===== src/rtl/pit_pkg.sv =====
package pit_pkg;
  localparam int PIV_W   = 20;
  localparam int CNT_W   = 12;
  localparam int PRE_W   = 4;
  localparam int DATA_W  = 32;
  localparam int ADDR_W  = 4;
  localparam int EN_BIT  = 24;
  localparam int IEN_BIT = 25;
  localparam logic [ADDR_W-1:0] OFS_MODE = 4'h0;
  localparam logic [ADDR_W-1:0] OFS_STAT = 4'h4;
  localparam logic [ADDR_W-1:0] OFS_VAL  = 4'h8;
  localparam logic [ADDR_W-1:0] OFS_IMG  = 4'hC;
endpackage


===== src/rtl/pit_prescaler.sv =====
module pit_prescaler #(
  parameter int PRE_W = 4
) (
  input  logic clk_i,
  input  logic rst_ni,
  input  logic run_i,
  output logic tick_o
);
  logic [PRE_W-1:0] cnt_q;

  always_ff @(posedge clk_i or negedge rst_ni) begin
    if (!rst_ni)     cnt_q <= '0;
    else if (!run_i) cnt_q <= '0;
    else             cnt_q <= cnt_q + 1'b1;
  end

  assign tick_o = run_i & (&cnt_q);
endmodule


===== src/rtl/pit_counter.sv =====
module pit_counter #(
  parameter int PIV_W = 20,
  parameter int CNT_W = 12
) (
  input  logic             clk_i,
  input  logic             rst_ni,
  input  logic             tick_i,
  input  logic             ack_i,
  input  logic [PIV_W-1:0] piv_i,
  output logic [PIV_W-1:0] cpiv_o,
  output logic [CNT_W-1:0] picnt_o,
  output logic             sts_o
);
  logic [PIV_W-1:0] cpiv_q;
  logic [CNT_W-1:0] picnt_q;
  logic             sts_q;
  logic             wrap;

  assign wrap = tick_i && (cpiv_q == piv_i);

  always_ff @(posedge clk_i or negedge rst_ni) begin
    if (!rst_ni) begin
      cpiv_q  <= '0;
      picnt_q <= '0;
      sts_q   <= 1'b0;
    end else begin
      if (tick_i) cpiv_q <= wrap ? '0 : cpiv_q + 1'b1;
      // period end beats a same-cycle acknowledge
      if (wrap) begin
        picnt_q <= ack_i ? CNT_W'(1) : picnt_q + 1'b1;
        sts_q   <= 1'b1;
      end else if (ack_i) begin
        picnt_q <= '0;
        sts_q   <= 1'b0;
      end
    end
  end

  assign cpiv_o  = cpiv_q;
  assign picnt_o = picnt_q;
  assign sts_o   = sts_q;
endmodule


===== src/rtl/pit_bus_regs.sv =====
module pit_bus_regs
  import pit_pkg::*;
#(
  parameter int PIV_W  = pit_pkg::PIV_W,
  parameter int CNT_W  = pit_pkg::CNT_W,
  parameter int DATA_W = pit_pkg::DATA_W,
  parameter int ADDR_W = pit_pkg::ADDR_W
) (
  input  logic              clk_i,
  input  logic              rst_ni,
  input  logic              req_i,
  input  logic              we_i,
  input  logic [ADDR_W-1:0] addr_i,
  input  logic [DATA_W-1:0] wdata_i,
  input  logic [PIV_W-1:0]  cpiv_i,
  input  logic [CNT_W-1:0]  picnt_i,
  input  logic              sts_i,
  output logic [DATA_W-1:0] rdata_o,
  output logic [PIV_W-1:0]  piv_o,
  output logic              en_o,
  output logic              ien_o,
  output logic              ack_o
);
  logic [PIV_W-1:0] piv_q;
  logic             en_q, ien_q;
  logic             wr_mode;
  logic             unused_wdata;

  assign wr_mode      = req_i && we_i && (addr_i == OFS_MODE);
  assign ack_o        = req_i && !we_i && (addr_i == OFS_VAL);
  assign unused_wdata = ^wdata_i;

  always_ff @(posedge clk_i or negedge rst_ni) begin
    if (!rst_ni) begin
      piv_q <= '0;
      en_q  <= 1'b0;
      ien_q <= 1'b0;
    end else if (wr_mode) begin
      piv_q <= wdata_i[PIV_W-1:0];
      en_q  <= wdata_i[EN_BIT];
      ien_q <= wdata_i[IEN_BIT];
    end
  end

  always_comb begin
    rdata_o = '0;
    if (req_i && !we_i) begin
      case (addr_i)
        OFS_MODE: begin
          rdata_o[PIV_W-1:0] = piv_q;
          rdata_o[EN_BIT]    = en_q;
          rdata_o[IEN_BIT]   = ien_q;
        end
        OFS_STAT: rdata_o[0] = sts_i;
        OFS_VAL, OFS_IMG: rdata_o = {picnt_i, cpiv_i};
        default: rdata_o = '0;
      endcase
    end
  end

  assign piv_o = piv_q;
  assign en_o  = en_q;
  assign ien_o = ien_q;
endmodule


===== src/rtl/pit_timer.sv =====
module pit_timer
  import pit_pkg::*;
#(
  parameter int PIV_W  = pit_pkg::PIV_W,
  parameter int CNT_W  = pit_pkg::CNT_W,
  parameter int PRE_W  = pit_pkg::PRE_W,
  parameter int DATA_W = pit_pkg::DATA_W,
  parameter int ADDR_W = pit_pkg::ADDR_W
) (
  input  logic              clk_i,
  input  logic              rst_ni,
  input  logic              req_i,
  input  logic              we_i,
  input  logic [ADDR_W-1:0] addr_i,
  input  logic [DATA_W-1:0] wdata_i,
  output logic [DATA_W-1:0] rdata_o,
  output logic              irq_o
);
  logic [PIV_W-1:0] piv_w, cpiv_w;
  logic [CNT_W-1:0] picnt_w;
  logic             en_w, ien_w, sts_w, ack_w, tick_w, run_w;

  // keeps running after disable until the period closes at zero
  assign run_w = en_w || (cpiv_w != '0);

  pit_bus_regs #(.PIV_W(PIV_W), .CNT_W(CNT_W), .DATA_W(DATA_W), .ADDR_W(ADDR_W)) u_regs (
    .clk_i, .rst_ni, .req_i, .we_i, .addr_i, .wdata_i,
    .cpiv_i(cpiv_w), .picnt_i(picnt_w), .sts_i(sts_w),
    .rdata_o, .piv_o(piv_w), .en_o(en_w), .ien_o(ien_w), .ack_o(ack_w)
  );

  pit_prescaler #(.PRE_W(PRE_W)) u_pre (
    .clk_i, .rst_ni, .run_i(run_w), .tick_o(tick_w)
  );

  pit_counter #(.PIV_W(PIV_W), .CNT_W(CNT_W)) u_cnt (
    .clk_i, .rst_ni, .tick_i(tick_w), .ack_i(ack_w), .piv_i(piv_w),
    .cpiv_o(cpiv_w), .picnt_o(picnt_w), .sts_o(sts_w)
  );

  assign irq_o = sts_w & ien_w;
endmodule


===== config.mk =====
export PLATFORM = sky130hd
export DESIGN_NAME = pit_timer
export DESIGN_NICKNAME = d
export VERILOG_FILES = /design/src/rtl/pit_pkg.sv /design/src/rtl/pit_prescaler.sv /design/src/rtl/pit_counter.sv /design/src/rtl/pit_bus_regs.sv /design/src/rtl/pit_timer.sv
export SDC_FILE = /design/constraint.sdc
export NUM_CORES = 1
export LEC_CHECK = 0
export BUFFER_PORTS_ARGS = -buffer_cell sky130_fd_sc_hd__buf_4
export CORE_MARGIN = 3
export CORE_UTILIZATION = 59
export DETAILED_ROUTE_END_ITERATION = 10
export PLACE_DENSITY = 0.86
export SYNTH_ARGS = -nofsm -noshare
export SYNTH_HDL_FRONTEND = slang
export SYNTH_HIERARCHICAL = 1
export SYNTH_SLANG_ARGS = --single-unit

===== constraint.sdc =====
create_clock -name clk_i -period 6.7 [get_ports clk_i]
set_clock_uncertainty 0.15 [all_clocks]
set_input_delay 0 -clock clk_i [delete_from_list [all_inputs] [get_ports clk_i]]
set_output_delay 0 -clock clk_i [all_outputs]
set_load 0.02 [all_outputs]

# After elaboration in Yosys (flattened, before gate mapping)
# Index checks and enable logic that the tools add are counted.
dict set report word_totals {
  word_cells 41
  ff_bits 59
  inputBits 40
  output_inout_bits 33
}
dict set report op_classes {
  reduce_logical 12
  eq_ne 4
  bitwise_logic 2
  n_addsub 3
  mux 13
}
# cell count
set op_table {}
lappend op_table {{$pmux 19 s2} 1}
lappend op_table {{$mux 12} 3}
lappend op_table {{$mux 32} 1}
lappend op_table {{$add 20x1->20 const B} 1}
lappend op_table {{$eq 20x20->1} 1}
lappend op_table {{$mux 20} 1}
lappend op_table {{$reduce_bool 20->1} 1}
lappend op_table {{$add 12x1->12 const B} 1}
lappend op_table {{$eq 4x4->1 const B} 2}
lappend op_table {{$mux 4} 2}
lappend op_table {{$mux 6} 1}
lappend op_table {{$logic_and 1x1->1} 5}
lappend op_table {{$add 4x1->4 const B} 1}
lappend op_table {{$eq 4x3->1 const B} 1}
lappend op_table {{$logic_not 4->1} 1}
lappend op_table {{$pmux 2 s2} 1}
lappend op_table {{$reduce_and 4->1} 1}
lappend op_table {{$pmux 1 s3} 1}
lappend op_table {{$and 1x1->1} 2}
lappend op_table {{$mux 1} 2}
lappend op_table {{$reduce_bool 2->1} 1}
lappend op_table {{$reduce_or 2->1} 1}
lappend op_table {{$logic_not 1->1} 1}
lappend op_table {{$logic_or 1x1->1} 1}

# Longest topological paths before layout
dict set report logic_depth {
  ltp_word 5
  depth_mapped 10
  mapped_depth_nobuf 10
}

# By module
# The synthesis kept the hierarchy.
# module seq_area_each_um2 instances cells_each area_each_um2
set by_module_without_submodules {}
lappend by_module_without_submodules {pit_counter 825.8 1 193 1829.3}
lappend by_module_without_submodules {pit_bus_regs 550.5 1 116 1234.9}
lappend by_module_without_submodules {pit_prescaler 100.1 1 14 175.2}
lappend by_module_without_submodules {pit_timer 0.0 1 8 51.3}

# Least setup slack after synthesis
# No wires, ideal clock.
dict set report synth_timing {
  path_type {register to register}
  from {reg u_cnt.cpiv_q[5] (netlist: u_cnt/cpiv_o[5])}
  to {reg u_cnt.cpiv_q[9] (netlist: u_cnt/cpiv_o[9])}
  path_slack_ns 3.992
  n_path_buf 2
  arrival_time_ns 2.486
  required_ns 6.478
  setup_ns 0.072
  path_stages_with_launch 9
  path_cell_list {dfrtp_1 > or4_1 > or4_1 > and4_2 > and3_1 > and3_2 > buf_2 > buf_2 > nor2_1}
}
dict set report synth_via {
  elab_chain_cells 5
  elab_cells_between_ends 7
  classes_between {add/sub (1); eq/ne (1); mux (1); bitwise (1); reduce/logical (3)}
}
# item line
set synth_lines {}
lappend synth_lines {{from (decl)} pit_counter.sv:14} ;# logic [PIV_W-1:0] cpiv_q;
lappend synth_lines {{from (signal assigned)} pit_counter.sv:27} ;# if (tick_i) cpiv_q <= wrap ? '0 : cpiv_q + 1'b1;
lappend synth_lines {{$reduce_bool 20->1 (*)} pit_timer.sv:24} ;# assign run_w = en_w || (cpiv_w != '0);
lappend synth_lines {{$logic_or 1x1->1 (*)} pit_timer.sv:24}
lappend synth_lines {{via run_w} pit_timer.sv:21} ;# logic en_w, ien_w, sts_w, ack_w, tick_w, run_w;
lappend synth_lines {{$and 1x1->1 (*)} pit_prescaler.sv:17} ;# assign tick_o = run_i & (&cnt_q);
lappend synth_lines {{via tick_w} pit_timer.sv:21}
lappend synth_lines {{$logic_and 1x1->1} pit_counter.sv:19} ;# assign wrap = tick_i && (cpiv_q == piv_i);
lappend synth_lines {{$mux 20} pit_counter.sv:27}
# Mark *: on every way through the listed nets, which the timed path passes. The rest lies on a longest branch.
# A chain may end at the register's enable or synchronous reset.

# Final worst setup path
dict set report layout_timing {
  from {reg u_cnt.cpiv_q[5] (netlist: u_cnt/cpiv_o[5])}
  to {reg u_cnt.picnt_q[4] (netlist: u_cnt/picnt_o[4])}
}
dict set report layout_via {
  elab_chain_cells 5
  elab_cells_between_ends 7
  classes_between {eq/ne (1); mux (1); bitwise (1); reduce/logical (4)}
}
# item line
set layout_lines {}
lappend layout_lines {{$reduce_bool 20->1 (*)} pit_timer.sv:24}
lappend layout_lines {{$logic_or 1x1->1 (*)} pit_timer.sv:24}
lappend layout_lines {{via run_w} pit_timer.sv:21}
lappend layout_lines {{$and 1x1->1 (*)} pit_prescaler.sv:17}
lappend layout_lines {{via tick_w} pit_timer.sv:21}
lappend layout_lines {{$logic_and 1x1->1 (*)} pit_counter.sv:19}
lappend layout_lines {{$mux 12 or $reduce_bool 2->1 (tied branches)} n/a}
lappend layout_lines {{to (signal assigned)} pit_counter.sv:30} ;# picnt_q <= ack_i ? CNT_W'(1) : picnt_q + 1'b1;
lappend layout_lines {{to (decl)} pit_counter.sv:15} ;# logic [CNT_W-1:0] picnt_q;
# Marks and branches as above.

==> impl_metrics.ini <==
[power]
internal_power_w = 0.000682
seqPwrFrac = 0.479
combPwrFrac = 0.147
power_switching_w = 0.000253
leakage_nw = 1.89
ir_drop_uv = 187
power_density_nw_per_um2 = 222
swShare = 0.271
clock_power_share = 0.373

[grt]
grtUsageMet2 = 0.459
track_usage = 0.280
grt_max_degree = 60
use_met1 = 0.354
antenna_found_initial = 0
met3_usage = 0.0661
grt.busiest_layer = met2
grt_pass1_vias = 2908
grt-ovfl-total = 0
grt_pass1_wl_um = 13700

[clock_network]
cts_resized = 0
insertion_delay_ns = 0.34
cts_setup_buffers = 0
cts_made_buffers = 9
clk_pin_slew_ns = 0.07
clk_path_buf_depth = 2
cts_hold_buf = 24
htreeDepth = 3
cts_root_buffer = clkbuf_8
clkSinkCount = 59
cts_tree = yes

[logic_synthesis]
synth_area_sq_um = 3290
synth_flop_cell = dfrtp_1
yosysTopAreaCellShare = 0.449
synth_edf_count = 0
yosys_warnings = 6
synth_seq_cells = 59
synth_nets = 374
synth_seq_area_share = 0.449
ys_top_cells_by_area = dfrtp_1, mux2_1, xnor2_1, a22oi_1, xor2_1
syn_avg_cell_area_sq_um = 9.94
syn_inst = 331
synthDistinctLibCells = 36
synth_commonest_cells = dfrtp_1, nor2_1, a22oi_1
synthArstFlopShare = 1.00
synth.most_common_cell = dfrtp_1
synth_area_leader_cell = dfrtp_1

[finish]
syn_to_final_growth_pct = 28.0
nets = 457
diodes = 0
layout-drive-gt1-share = 0.210

[setup_path]
reg2reg_to = u_cnt/picnt_o[4]
critPathKind = flip-flop to flip-flop
cp.arrival_ns = 3.23
r2r_start = u_cnt/cpiv_o[5]
r2r_cells = 7
r2r_slack_ns = 3.58
crit_start = u_cnt/cpiv_o[5]
required_ns = 6.81
path_max_fanout = 13
worstSetupEndpointType = flip-flop
start_kind = flip-flop
worstSetupEndpoint = u_cnt/picnt_o[4]

[die]
pin_count = 73
die_w_um = 80.7
initial_utilization = 0.628
rows = 26
core_area_sq_um = 5240
die_h_um = 80.7
die-area_sq_um = 6510

[sta]
report.final.setup_viol = 0
hold_ws_ns = 0.116
worstMarginPinSlew_ns = 1.11
drv_slew = 0
slew-limit-headroom = 0.257
fin_crit_sh = 0.465
fin_crit_ns = 3.12
finalSetupTns_ns = 0
finalHoldViolCount = 0
rsz0062_at_grt = no
timing.fmax_mhz = 321

[placement]
place.gp.congestion = 0.866
post-dp-hpwl_um = 5390
port_buffers = 62

[flow_run]
cap_violations = 0

[drt]
ant_nets = 0
drt_first_pass_iters = 5
viasPerCell = 5.90
dr_total_vias = 2884
postRouteWirelength_um = 8390
drtIter0Drc = 173
drc = 0
wl_per_cell_um = 17.1

[outcome]
status = finished clean

[hold_path]
hp-class = input port to async pin
## registers in the layout (all words and copies together) (netlist names)
name           cells
u_regs/piv_o      20
u_cnt/picnt_o     12
u_cnt/cpiv_o      20
u_regs/en_o        1
u_pre/cnt_q        4
u_cnt/sts_o        1
u_regs/ien_o       1
## logic make-up after synthesis
logic type,count (synthesis),share of synthesized area
AND/OR/NAND/NOR,137,0.226
flip-flops,59,0.449
AO/OA/AOI/OAI,51,0.0958
XOR/XNOR,37,0.0985
multiplexers,25,0.0844
buffers and inverters,19,0.0350
adder cells (fa/ha/maj),3,0.0114
## cells in the final DEF (no fill, tap or decap), types with 2 or more instances in the layout
cell type | synthesis | routed
xnor2_1 | 19 | 19
clkinv_2 | 0 | 2
clkbuf_1 | 6 | 2
nor4_1 | 4 | 4
nand2_1 | 16 | 16
nor3_1 | 2 | 2
a21oi_1 | 13 | 13
nand2b_1 | 2 | 2
xor2_1 | 18 | 18
mux2i_1 | 3 | 3
or3_1 | 12 | 12
mux2_1 | 20 | 20
nor2b_1 | 4 | 4
clkbuf_8 | 0 | 9
nor2_1 | 41 | 41
a22oi_1 | 21 | 21
nand3_1 | 15 | 15
buf_4 | 0 | 65
or4_1 | 2 | 2
bufinv_16 | 0 | 2
mux2_2 | 2 | 2
inv_1 | 2 | 2
and2_1 | 14 | 14
ha_1 | 3 | 3
and3_1 | 5 | 5
and4_1 | 2 | 2
and4_2 | 2 | 2
dlygate4sd3_1 | 1 | 24
nand4_1 | 10 | 10
o21ai_0 | 15 | 15
nor4_4 | 2 | 2
dfrtp_1 | 59 | 59
## power by group through the flow
| stage | clock network, W | registers, W | logic, W |
|---|---|---|---|
| 2_1_floorplan | 0 | 0.000438 | 0.0000819 |
| 3_3_place_gp | 0 | 0.000448 | 0.000119 |
| 3_5_place_dp | 0 | 0.000452 | 0.000124 |
| 4_1_cts | 0.000352 | 0.000447 | 0.000137 |
| 5_1_grt | 0.000371 | 0.000453 | 0.000152 |
| 6_report | 0.000349 | 0.000448 | 0.000138 |
## critical path: stages, from the launching register on
cell,delay [ns]
dfrtp_1,0.45
or4_1,0.56
or4_1,0.60
and4_2,0.31
and3_1,0.18
nand3_1,0.38
o21ai_0,0.22
a21oi_1,0.17
## worst min-delay path by stage
stage                     slack [ns]  cells after the start    from           endpoint
after floorplan                -0.45                      0  rst_ni    u_cnt/cpiv_o[0]
after global placement         -0.04                      1  rst_ni   u_cnt/picnt_o[7]
after detailed placement       -0.04                      1  rst_ni   u_cnt/picnt_o[7]
after CTS                       0.14                      2  rst_ni        u_cnt/sts_o
after global routing            0.16                      2  rst_ni  u_cnt/picnt_o[10]
final                           0.12                      2  rst_ni  u_cnt/picnt_o[10]
## layout make-up
| class | count | area, sq um |
|---|---|---|
| tap | 70 | 87.6 |
| timing repair buffer | 89 | 728 |
| clock buffer | 11 | 131 |
| inverter | 2 | 7.51 |
| fill | 337 | 1020 |
| clock inverter | 5 | 77.6 |
| multi-input combinational | 253 | 1700 |
| sequential | 59 | 1480 |
## per-stage QoR
| step | setup slack, ns | std cells | total power, W | cell area (sq um) | util |
|---|---|---|---|---|---|
| detailed placement | 3.71 | 449 | 0.000576 | 3760 | 0.719 |
| global route | 3.46 | 489 | 0.000977 | 4210 | 0.804 |
| CTS | 3.62 | 489 | 0.000936 | 4210 | 0.804 |
| global placement | 3.77 | 449 | 0.000567 | 3760 | 0.719 |
| floorplan | 3.99 | 331 | 0.000520 | 3290 | - |
| finish | 3.58 | 489 | 0.000935 | 4210 | 0.804 |
## metal layers
layer / vias to the layer above / share of wire
li1: 1344 / -
met1: 1382 / 0.41
met2: 136 / 0.49
met3: 22 / 0.075
met4: 0 / 0.024
met5: - / 0
Note: power is estimated with default switching activity, not from simulation.
